`config.mk`:
```
export PLATFORM = sky130hd
export DESIGN_NAME = dmaio_chan
export DESIGN_NICKNAME = d
export VERILOG_FILES = /design/src/rtl/dmaio_pkg.sv /design/src/rtl/dmaio_datapath.sv /design/src/rtl/dmaio_control.sv /design/src/rtl/dmaio_chan.sv
export SDC_FILE = /design/constraint.sdc
export NUM_CORES = 1
export LEC_CHECK = 0
export ABC_AREA = 1
export BUFFER_PORTS_ARGS = -buffer_cell sky130_fd_sc_hd__buf_2
export CAP_MARGIN = 20
export CORE_MARGIN = 5
export CORE_UTILIZATION = 45
export DETAILED_ROUTE_END_ITERATION = 10
export GPL_TIMING_DRIVEN = 0
export PLACE_DENSITY = 0.8
export SETUP_SLACK_MARGIN = 0.05
export SYNTH_ARGS = -nofsm -noshare
export SYNTH_HDL_FRONTEND = slang
export SYNTH_SLANG_ARGS = --single-unit
```
`constraint.sdc`:
```
create_clock -name clk -period 1.6 [get_ports clk]
set_input_delay 0.24 -clock clk [delete_from_list [all_inputs] [get_ports clk]]
set_output_delay 0.24 -clock clk [all_outputs]
set_load 0.01 [all_outputs]
```
`src/rtl/dmaio_pkg.sv`:
```
`timescale 1ns/1ps
package dmaio_pkg;

  localparam int PAGE_W = 4;

  localparam logic [1:0] SEL_ADDR = 2'd0;
  localparam logic [1:0] SEL_SIZE = 2'd1;
  localparam logic [1:0] SEL_CTRL = 2'd2;

  localparam int CF_RPAGE = 0;
  localparam int CF_WPAGE = 4;
  localparam int CF_MODE  = 8;
  localparam int CF_DIR   = 10;
  localparam int CF_BYTE  = 11;
  localparam int CF_START = 15;

  typedef enum logic [1:0] {
    XM_BURST = 2'b00,
    XM_STEAL = 2'b01,
    XM_IDLE  = 2'b10,
    XM_ALT   = 2'b11
  } xferMode_e;

  typedef enum logic [2:0] {
    ST_IDLE,
    ST_LAUNCH,
    ST_REQ,
    ST_MEM,
    ST_CAP,
    ST_IO
  } chanState_e;

  typedef struct packed {
    logic advance;
    logic capMem;
    logic capIo;
    logic byteHi;
    logic cfgWrEn;
  } dpStrobe_t;

endpackage

```
`src/rtl/dmaio_datapath.sv`:
```
`timescale 1ns/1ps
module dmaio_datapath
  import dmaio_pkg::*;
#(
  parameter int ADDR_W = 16,
  parameter int DATA_W = 16,
  parameter int CNT_W  = 16
) (
  input  logic              clk,
  input  logic              rstN,
  input  logic              regWe,
  input  logic [1:0]        regSel,
  input  logic [DATA_W-1:0] regWdata,
  input  dpStrobe_t         stb,
  input  logic [DATA_W-1:0] memRdata,
  input  logic [DATA_W-1:0] ioRdata,
  output logic [ADDR_W-1:0] memAddr,
  output logic [PAGE_W-1:0] memPage,
  output logic [DATA_W-1:0] memWdata,
  output logic [DATA_W-1:0] ioWdata,
  output logic              sizeIsZero,
  output logic              sizeIsOne,
  output xferMode_e         cfgMode,
  output logic              cfgMemToIo,
  output logic              cfgByteDev,
  output logic [PAGE_W-1:0] readPage,
  output logic [PAGE_W-1:0] writePage
);

  localparam int BYTE_W = DATA_W / 2;

  logic [ADDR_W-1:0] addrQ;
  logic [CNT_W-1:0]  sizeQ;
  logic [DATA_W-1:0] holdQ;
  logic [PAGE_W-1:0] rPageQ, wPageQ;
  xferMode_e         modeQ;
  logic              dirQ, byteQ;
  logic [BYTE_W-1:0] outByte;

  always_ff @(posedge clk or negedge rstN) begin
    if (!rstN) begin
      addrQ  <= '0;
      sizeQ  <= '0;
      holdQ  <= '0;
      rPageQ <= '0;
      wPageQ <= '0;
      modeQ  <= XM_BURST;
      dirQ   <= 1'b0;
      byteQ  <= 1'b0;
    end else begin
      if (regWe && stb.cfgWrEn) begin
        case (regSel)
          SEL_ADDR: addrQ <= ADDR_W'(regWdata);
          SEL_SIZE: sizeQ <= CNT_W'(regWdata);
          SEL_CTRL: begin
            rPageQ <= regWdata[CF_RPAGE +: PAGE_W];
            wPageQ <= regWdata[CF_WPAGE +: PAGE_W];
            modeQ  <= xferMode_e'(regWdata[CF_MODE +: 2]);
            dirQ   <= regWdata[CF_DIR];
            byteQ  <= regWdata[CF_BYTE];
          end
          default: ;
        endcase
      end
      if (stb.advance) begin
        addrQ <= addrQ + ADDR_W'(1);
        sizeQ <= sizeQ - CNT_W'(1);
      end
      if (stb.capMem) begin
        holdQ <= memRdata;
      end
      if (stb.capIo) begin
        if (!byteQ) begin
          holdQ <= ioRdata;
        end else if (stb.byteHi) begin
          holdQ[DATA_W-1 -: BYTE_W] <= ioRdata[BYTE_W-1:0];
        end else begin
          holdQ[BYTE_W-1:0] <= ioRdata[BYTE_W-1:0];
        end
      end
    end
  end

  assign outByte    = stb.byteHi ? holdQ[DATA_W-1 -: BYTE_W] : holdQ[BYTE_W-1:0];
  assign ioWdata    = byteQ ? DATA_W'(outByte) : holdQ;
  assign memWdata   = holdQ;
  assign memAddr    = addrQ;
  assign memPage    = dirQ ? rPageQ : wPageQ;
  assign sizeIsZero = (sizeQ == '0);
  assign sizeIsOne  = (sizeQ == CNT_W'(1));
  assign cfgMode    = modeQ;
  assign cfgMemToIo = dirQ;
  assign cfgByteDev = byteQ;
  assign readPage   = rPageQ;
  assign writePage  = wPageQ;

endmodule

```
`src/rtl/dmaio_control.sv`:
```
`timescale 1ns/1ps
module dmaio_control
  import dmaio_pkg::*;
(
  input  logic      clk,
  input  logic      rstN,
  input  logic      regWe,
  input  logic [1:0] regSel,
  input  logic      regStart,
  input  xferMode_e cfgMode,
  input  logic      cfgMemToIo,
  input  logic      cfgByteDev,
  input  logic      sizeIsZero,
  input  logic      sizeIsOne,
  input  logic      busGrant,
  input  logic      cpuIdle,
  input  logic      ioReady,
  output dpStrobe_t stb,
  output logic      busReq,
  output logic      busOwn,
  output logic      stealReq,
  output logic      memRe,
  output logic      memWe,
  output logic      ioRd,
  output logic      ioWr,
  output logic      busy,
  output logic      done
);

  chanState_e stateQ, stateN;
  logic ownQ, ownN;
  logic byteHiQ, byteHiN;
  logic doneQ, finishNow;
  logic isSteal, isInter, memOk, ioFire, wordDoneIo, startHit;

  assign isSteal    = (cfgMode == XM_STEAL);
  assign isInter    = (cfgMode == XM_IDLE);
  assign busy       = (stateQ != ST_IDLE);
  assign memOk      = isInter ? cpuIdle : (ownQ && busGrant);
  assign memRe      = (stateQ == ST_MEM) && memOk && cfgMemToIo;
  assign memWe      = (stateQ == ST_MEM) && memOk && !cfgMemToIo;
  assign ioFire     = (stateQ == ST_IO) && ioReady;
  assign ioRd       = ioFire && !cfgMemToIo;
  assign ioWr       = ioFire && cfgMemToIo;
  assign wordDoneIo = ioFire && (!cfgByteDev || byteHiQ);
  assign busReq     = (stateQ == ST_REQ) || ownQ;
  assign stealReq   = busReq && isSteal;
  assign busOwn     = ownQ;
  assign done       = doneQ;
  assign startHit   = regWe && (regSel == SEL_CTRL) && regStart && !busy;

  assign stb.advance = memRe || memWe;
  assign stb.capMem  = (stateQ == ST_CAP);
  assign stb.capIo   = ioRd;
  assign stb.byteHi  = byteHiQ;
  assign stb.cfgWrEn = !busy;

  always_comb begin
    stateN    = stateQ;
    ownN      = ownQ;
    byteHiN   = byteHiQ;
    finishNow = 1'b0;
    case (stateQ)
      ST_IDLE: begin
        if (startHit) stateN = ST_LAUNCH;
      end
      ST_LAUNCH: begin
        if (sizeIsZero)                  finishNow = 1'b1;
        else if (isInter)                stateN = cfgMemToIo ? ST_MEM : ST_IO;
        else if (isSteal && !cfgMemToIo) stateN = ST_IO;
        else                             stateN = ST_REQ;
      end
      ST_REQ: begin
        if (busGrant) begin
          ownN   = 1'b1;
          stateN = (cfgMemToIo || isSteal) ? ST_MEM : ST_IO;
        end
      end
      ST_MEM: begin
        if (memRe) begin
          stateN = ST_CAP;
        end else if (memWe) begin
          if (sizeIsOne) begin
            finishNow = 1'b1;
          end else begin
            if (isSteal) ownN = 1'b0;
            stateN = ST_IO;
          end
        end
      end
      ST_CAP: begin
        if (isSteal) ownN = 1'b0;
        stateN = ST_IO;
      end
      ST_IO: begin
        if (ioFire) byteHiN = cfgByteDev && !byteHiQ;
        if (wordDoneIo) begin
          if (cfgMemToIo && sizeIsZero) finishNow = 1'b1;
          else                          stateN = isSteal ? ST_REQ : ST_MEM;
        end
      end
      default: stateN = ST_IDLE;
    endcase
    if (finishNow) begin
      stateN  = ST_IDLE;
      ownN    = 1'b0;
      byteHiN = 1'b0;
    end
  end

  always_ff @(posedge clk or negedge rstN) begin
    if (!rstN) begin
      stateQ  <= ST_IDLE;
      ownQ    <= 1'b0;
      byteHiQ <= 1'b0;
      doneQ   <= 1'b0;
    end else begin
      stateQ  <= stateN;
      ownQ    <= ownN;
      byteHiQ <= byteHiN;
      doneQ   <= finishNow;
    end
  end

endmodule

```
`src/rtl/dmaio_chan.sv`:
```
`timescale 1ns/1ps
module dmaio_chan
  import dmaio_pkg::*;
#(
  parameter int ADDR_W = 16,
  parameter int DATA_W = 16,
  parameter int CNT_W  = 16
) (
  input  logic              clk,
  input  logic              rstN,
  input  logic              regWe,
  input  logic [1:0]        regSel,
  input  logic [DATA_W-1:0] regWdata,
  output logic              busReq,
  input  logic              busGrant,
  output logic              busOwn,
  output logic              stealReq,
  input  logic              cpuIdle,
  output logic [ADDR_W-1:0] memAddr,
  output logic [PAGE_W-1:0] memPage,
  output logic              memRe,
  output logic              memWe,
  output logic [DATA_W-1:0] memWdata,
  input  logic [DATA_W-1:0] memRdata,
  input  logic              ioReady,
  output logic              ioRd,
  output logic              ioWr,
  output logic [DATA_W-1:0] ioWdata,
  input  logic [DATA_W-1:0] ioRdata,
  output logic              busy,
  output logic              done
);

  dpStrobe_t         stb;
  xferMode_e         cfgMode;
  logic              cfgMemToIo, cfgByteDev, sizeIsZero, sizeIsOne;
  logic [PAGE_W-1:0] readPage, writePage;

  dmaio_datapath #(
    .ADDR_W(ADDR_W),
    .DATA_W(DATA_W),
    .CNT_W (CNT_W)
  ) u_dp (
    .clk       (clk),
    .rstN      (rstN),
    .regWe     (regWe),
    .regSel    (regSel),
    .regWdata  (regWdata),
    .stb       (stb),
    .memRdata  (memRdata),
    .ioRdata   (ioRdata),
    .memAddr   (memAddr),
    .memPage   (memPage),
    .memWdata  (memWdata),
    .ioWdata   (ioWdata),
    .sizeIsZero(sizeIsZero),
    .sizeIsOne (sizeIsOne),
    .cfgMode   (cfgMode),
    .cfgMemToIo(cfgMemToIo),
    .cfgByteDev(cfgByteDev),
    .readPage  (readPage),
    .writePage (writePage)
  );

  dmaio_control u_ctl (
    .clk       (clk),
    .rstN      (rstN),
    .regWe     (regWe),
    .regSel    (regSel),
    .regStart  (regWdata[CF_START]),
    .cfgMode   (cfgMode),
    .cfgMemToIo(cfgMemToIo),
    .cfgByteDev(cfgByteDev),
    .sizeIsZero(sizeIsZero),
    .sizeIsOne (sizeIsOne),
    .busGrant  (busGrant),
    .cpuIdle   (cpuIdle),
    .ioReady   (ioReady),
    .stb       (stb),
    .busReq    (busReq),
    .busOwn    (busOwn),
    .stealReq  (stealReq),
    .memRe     (memRe),
    .memWe     (memWe),
    .ioRd      (ioRd),
    .ioWr      (ioWr),
    .busy      (busy),
    .done      (done)
  );

endmodule

```
==> metrics.yaml <==
outcome: "complete, but fails checks"
violations: "setup timing"
drive_gt1_share_pct: 49.2
maxSlewViolCount: 0
synth_top_area_cell: "dfrtp_1"
fin_crit_sh_pct: 115
fmax_mhz: 542
finalHoldViolations: 0
clk_pin_slew_ps: 80
cap_violations: 0
dieArea_um2: 11300
clock-root-buffer: "clkbuf_8"
met2_usage_pct: 44.8
antenna_found_initial: 0
drt-total-wl_um: 17300
wl_per_cell_um: 19.2
ios: 117
viasPerCell: 5.93
p_leak_nw: 3.25
grt_pass1_vias: 4739
synth_top_area_share_pct: 39.5
numCtsBuffers: 9
grt_util_met1_pct: 30.8
n_antenna_cell: 0
required_ps: 1850
detail-route-antenna-nets: 0
grt_use_total_pct: 26.1
final-seq-area_um2: 1660
dp.cells: 799
post-synth-top-count-cell: "nand2_1"
relSlewSlack_pct: 42.1
start_kind: "flip-flop"
nNetsFinal: 842
top_usage_layer: "met2"
use_met3_pct: 4.25
hold_path_class: "primary input to asynchronous set/reset pin"
h-tree-depth: 3
fillers: 591
drt_iter0_drc: 582
fin_crit_ps: 1840
grt_overflow: 0
synth-async-reset-ratio_pct: 100
synth_edf_count: 0
clk-insertion-delay-late_ps: 350
fp.coreArea_um2: 9150
tritoncts: "done"
path_class: "flip-flop to flip-flop"
critPathMaxStageDelay_ps: 430
gp_congestion: 0.913
die_width_um: 106
dpl.hpwl_um: 9850
holdWs_ps: 4.34
synth_nets: 631
p_per_area_nw_per_um2: 1940
crit_path_max_fanout: 4
ys_seq_area_share_pct: 39.5
drt-pass1-iter-count: 5
drc: 0
multiInputGateArea_um2: 2760
ys_seq_elements: 66
yosys-top-cells-count: "nand2_1, dfrtp_1, nor2_1"
synthTopCellsByArea: "dfrtp_1, nand2_1, o21ai_0"
setup_viol_count_final: 53
die_h_um: 106
ys.flop_type: "dfrtp_1"
cp_slowest_cell: "dfrtp_1"
synth_cell_type_count: 38
cp_cell_sequence: "nor2_2 > nand2_2 > nor2_4 > nand2_2 > nor2_4 > nor2_4 > nand2_4 > inv_4 > nand3_2 > nand2_2 > nand2_2 > nand2_1"
worst_slack_ps: -243
grt_pass1_wl_um: 23400
initial_core_util_pct: 45.7
portBuffers: 116
syn_avg_cell_area_um2: 7.31
ir_drop_mv: 0.949
area_growth_syn_to_layout_pct: 59.3
fin_cells: 898
yosysWarnings: 0
fin_skew_ps: 10.0
cts_max_path_buffers: 2
endpoint_kind: "flip-flop"
tightest_slew_ps: 869
rsz0062_at_grt: "yes"
synthesis.area_um2: 4180
cts.sinks: 66
path_common_cell: "nand2_2"
synthesis.instances: 572
routed-via-count: 5327
grt_max_degree: 67
critical_path_arrival_ps: 2090
rows: 35
## kinds of logic (layout without fill, tap and decap cells)
logic type / Yosys count / after routing / synth area share, %
AND/OR/NAND/NOR: 301 / 301 / 32.8
AO/OA/AOI/OAI: 112 / 112 / 16.0
buffers and inverters: 75 / 290 / 7.30
flip-flops: 66 / 66 / 39.5
XOR/XNOR: 10 / 10 / 2.09
multiplexers: 5 / 5 / 1.35
adder cells (fa/ha/maj): 3 / 3 / 0.898
## routing by layer
layer / vias to the layer above / routed length (um)
met5: - / 0
met4: 0 / 936
met3: 102 / 1460
met2: 379 / 8500
met1: 2501 / 6380
li1: 2345 / -
## timing repair
| action | 4_1_cts | 5_1_grt |
|---|---|---|
| pin swaps | 20 | 37 |
| hold buffers | 0 | 0 |
| buffers inserted | 44 | 38 |
| resized for setup | 131 | 137 |
| gates cloned | 3 | 3 |
| endpoints found under the setup margin | 90 | 89 |
## final timing paths
| path | start | to | slack [ps] | cells past startpoint |
|---|---|---|---|---|
| setup / recovery | u_dp.sizeQ[6] | u_ctl.stateQ[0] | -240 | 12 |
| hold / removal | rstN | u_dp.cfgByteDev | 4 | 1 |
| setup reg to reg | u_dp.sizeQ[6] | u_ctl.stateQ[0] | -240 | 12 |
| hold reg to reg | u_dp.readPage[1] | u_dp.readPage[1] | 530 | 1 |
| max in group asynchronous | rstN | u_dp.sizeQ[9] | 980 | 1 |
| min in group clk | regWdata[5] | u_dp.writePage[1] | 120 | 3 |
## report_power, final
group / total (W) / internal (W) / switching [W]
combinational: 0.00802 / 0.00365 / 0.00437
sequential: 0.00335 / 0.00247 / 0.000881
clock: 0.00155 / 0.000860 / 0.000689
total: 0.0129 / 0.00698 / 0.00594
## area by class of cell
type	count	share of cell area, %
multi-input combinational	431	41.4
inverter	57	3.68
buffer	17	3.72
sequential	66	24.9
clock inverter	6	1.24
timing repair buffer	201	21.1
clock buffer	9	1.86
tap	111	2.09
## critical path: cells and delay by family (launching register included)
| kind | cells | cell delay (ps) |
|---|---|---|
| buffers and inverters | 1 | 50 |
| DFF | 1 | 430 |
| and+or+nand+nor | 11 | 1260 |
## cells in the final DEF, fill, tap and decap left out, types with 3 or more instances in the layout
cell type,instances
nor2_2,13
buf_6,28
xor2_1,5
nand3_2,7
nand4_1,9
xnor2_1,5
o21ai_0,12
dfrtp_2,7
o21ai_1,20
nand3_1,31
inv_1,40
buf_2,109
clkbuf_16,5
buf_8,7
o21bai_1,3
mux2_4,5
a31oi_1,12
clkbuf_8,9
inv_2,9
a21oi_1,15
inv_4,5
nand2_2,30
o211ai_1,15
nor2_1,31
nand3_4,4
dfrtp_1,59
nand2_1,128
nand2_4,14
o221ai_2,3
nor2_4,20
nor3_1,4
o21ai_2,21
buf_4,65
clkinv_2,3
o221ai_1,3
## metrics by stage
stage | worst slack, ps | power [W] | setup TNS [ps] | util (%) | area, um2
after floorplan | 40.1 | 0.00644 | 0 | - | 4210
after global placement | -314 | 0.00800 | -13170 | 53.8 | 4930
after detailed placement | -353 | 0.00816 | -13400 | 53.8 | 4930
after CTS | -153 | 0.0111 | -2300 | 64.7 | 5920
after global routing | -333 | 0.0137 | -9760 | 72.8 | 6660
final | -243 | 0.0129 | -4970 | 72.8 | 6660
## sequential cells by signal (all words and copies together) (netlist names)
register	cells
u_dp.cfgMemToIo	1
u_ctl.done	1
u_dp.readPage	4
u_dp.sizeQ	16
u_ctl.byteHiQ	1
u_dp.cfgByteDev	1
u_ctl.busOwn	1
u_dp.memWdata	16
u_dp.memAddr	16
u_dp.cfgMode	2
u_ctl.stateQ	3
u_dp.writePage	4
No activity file was read; power rests on OpenSTA's default activity.
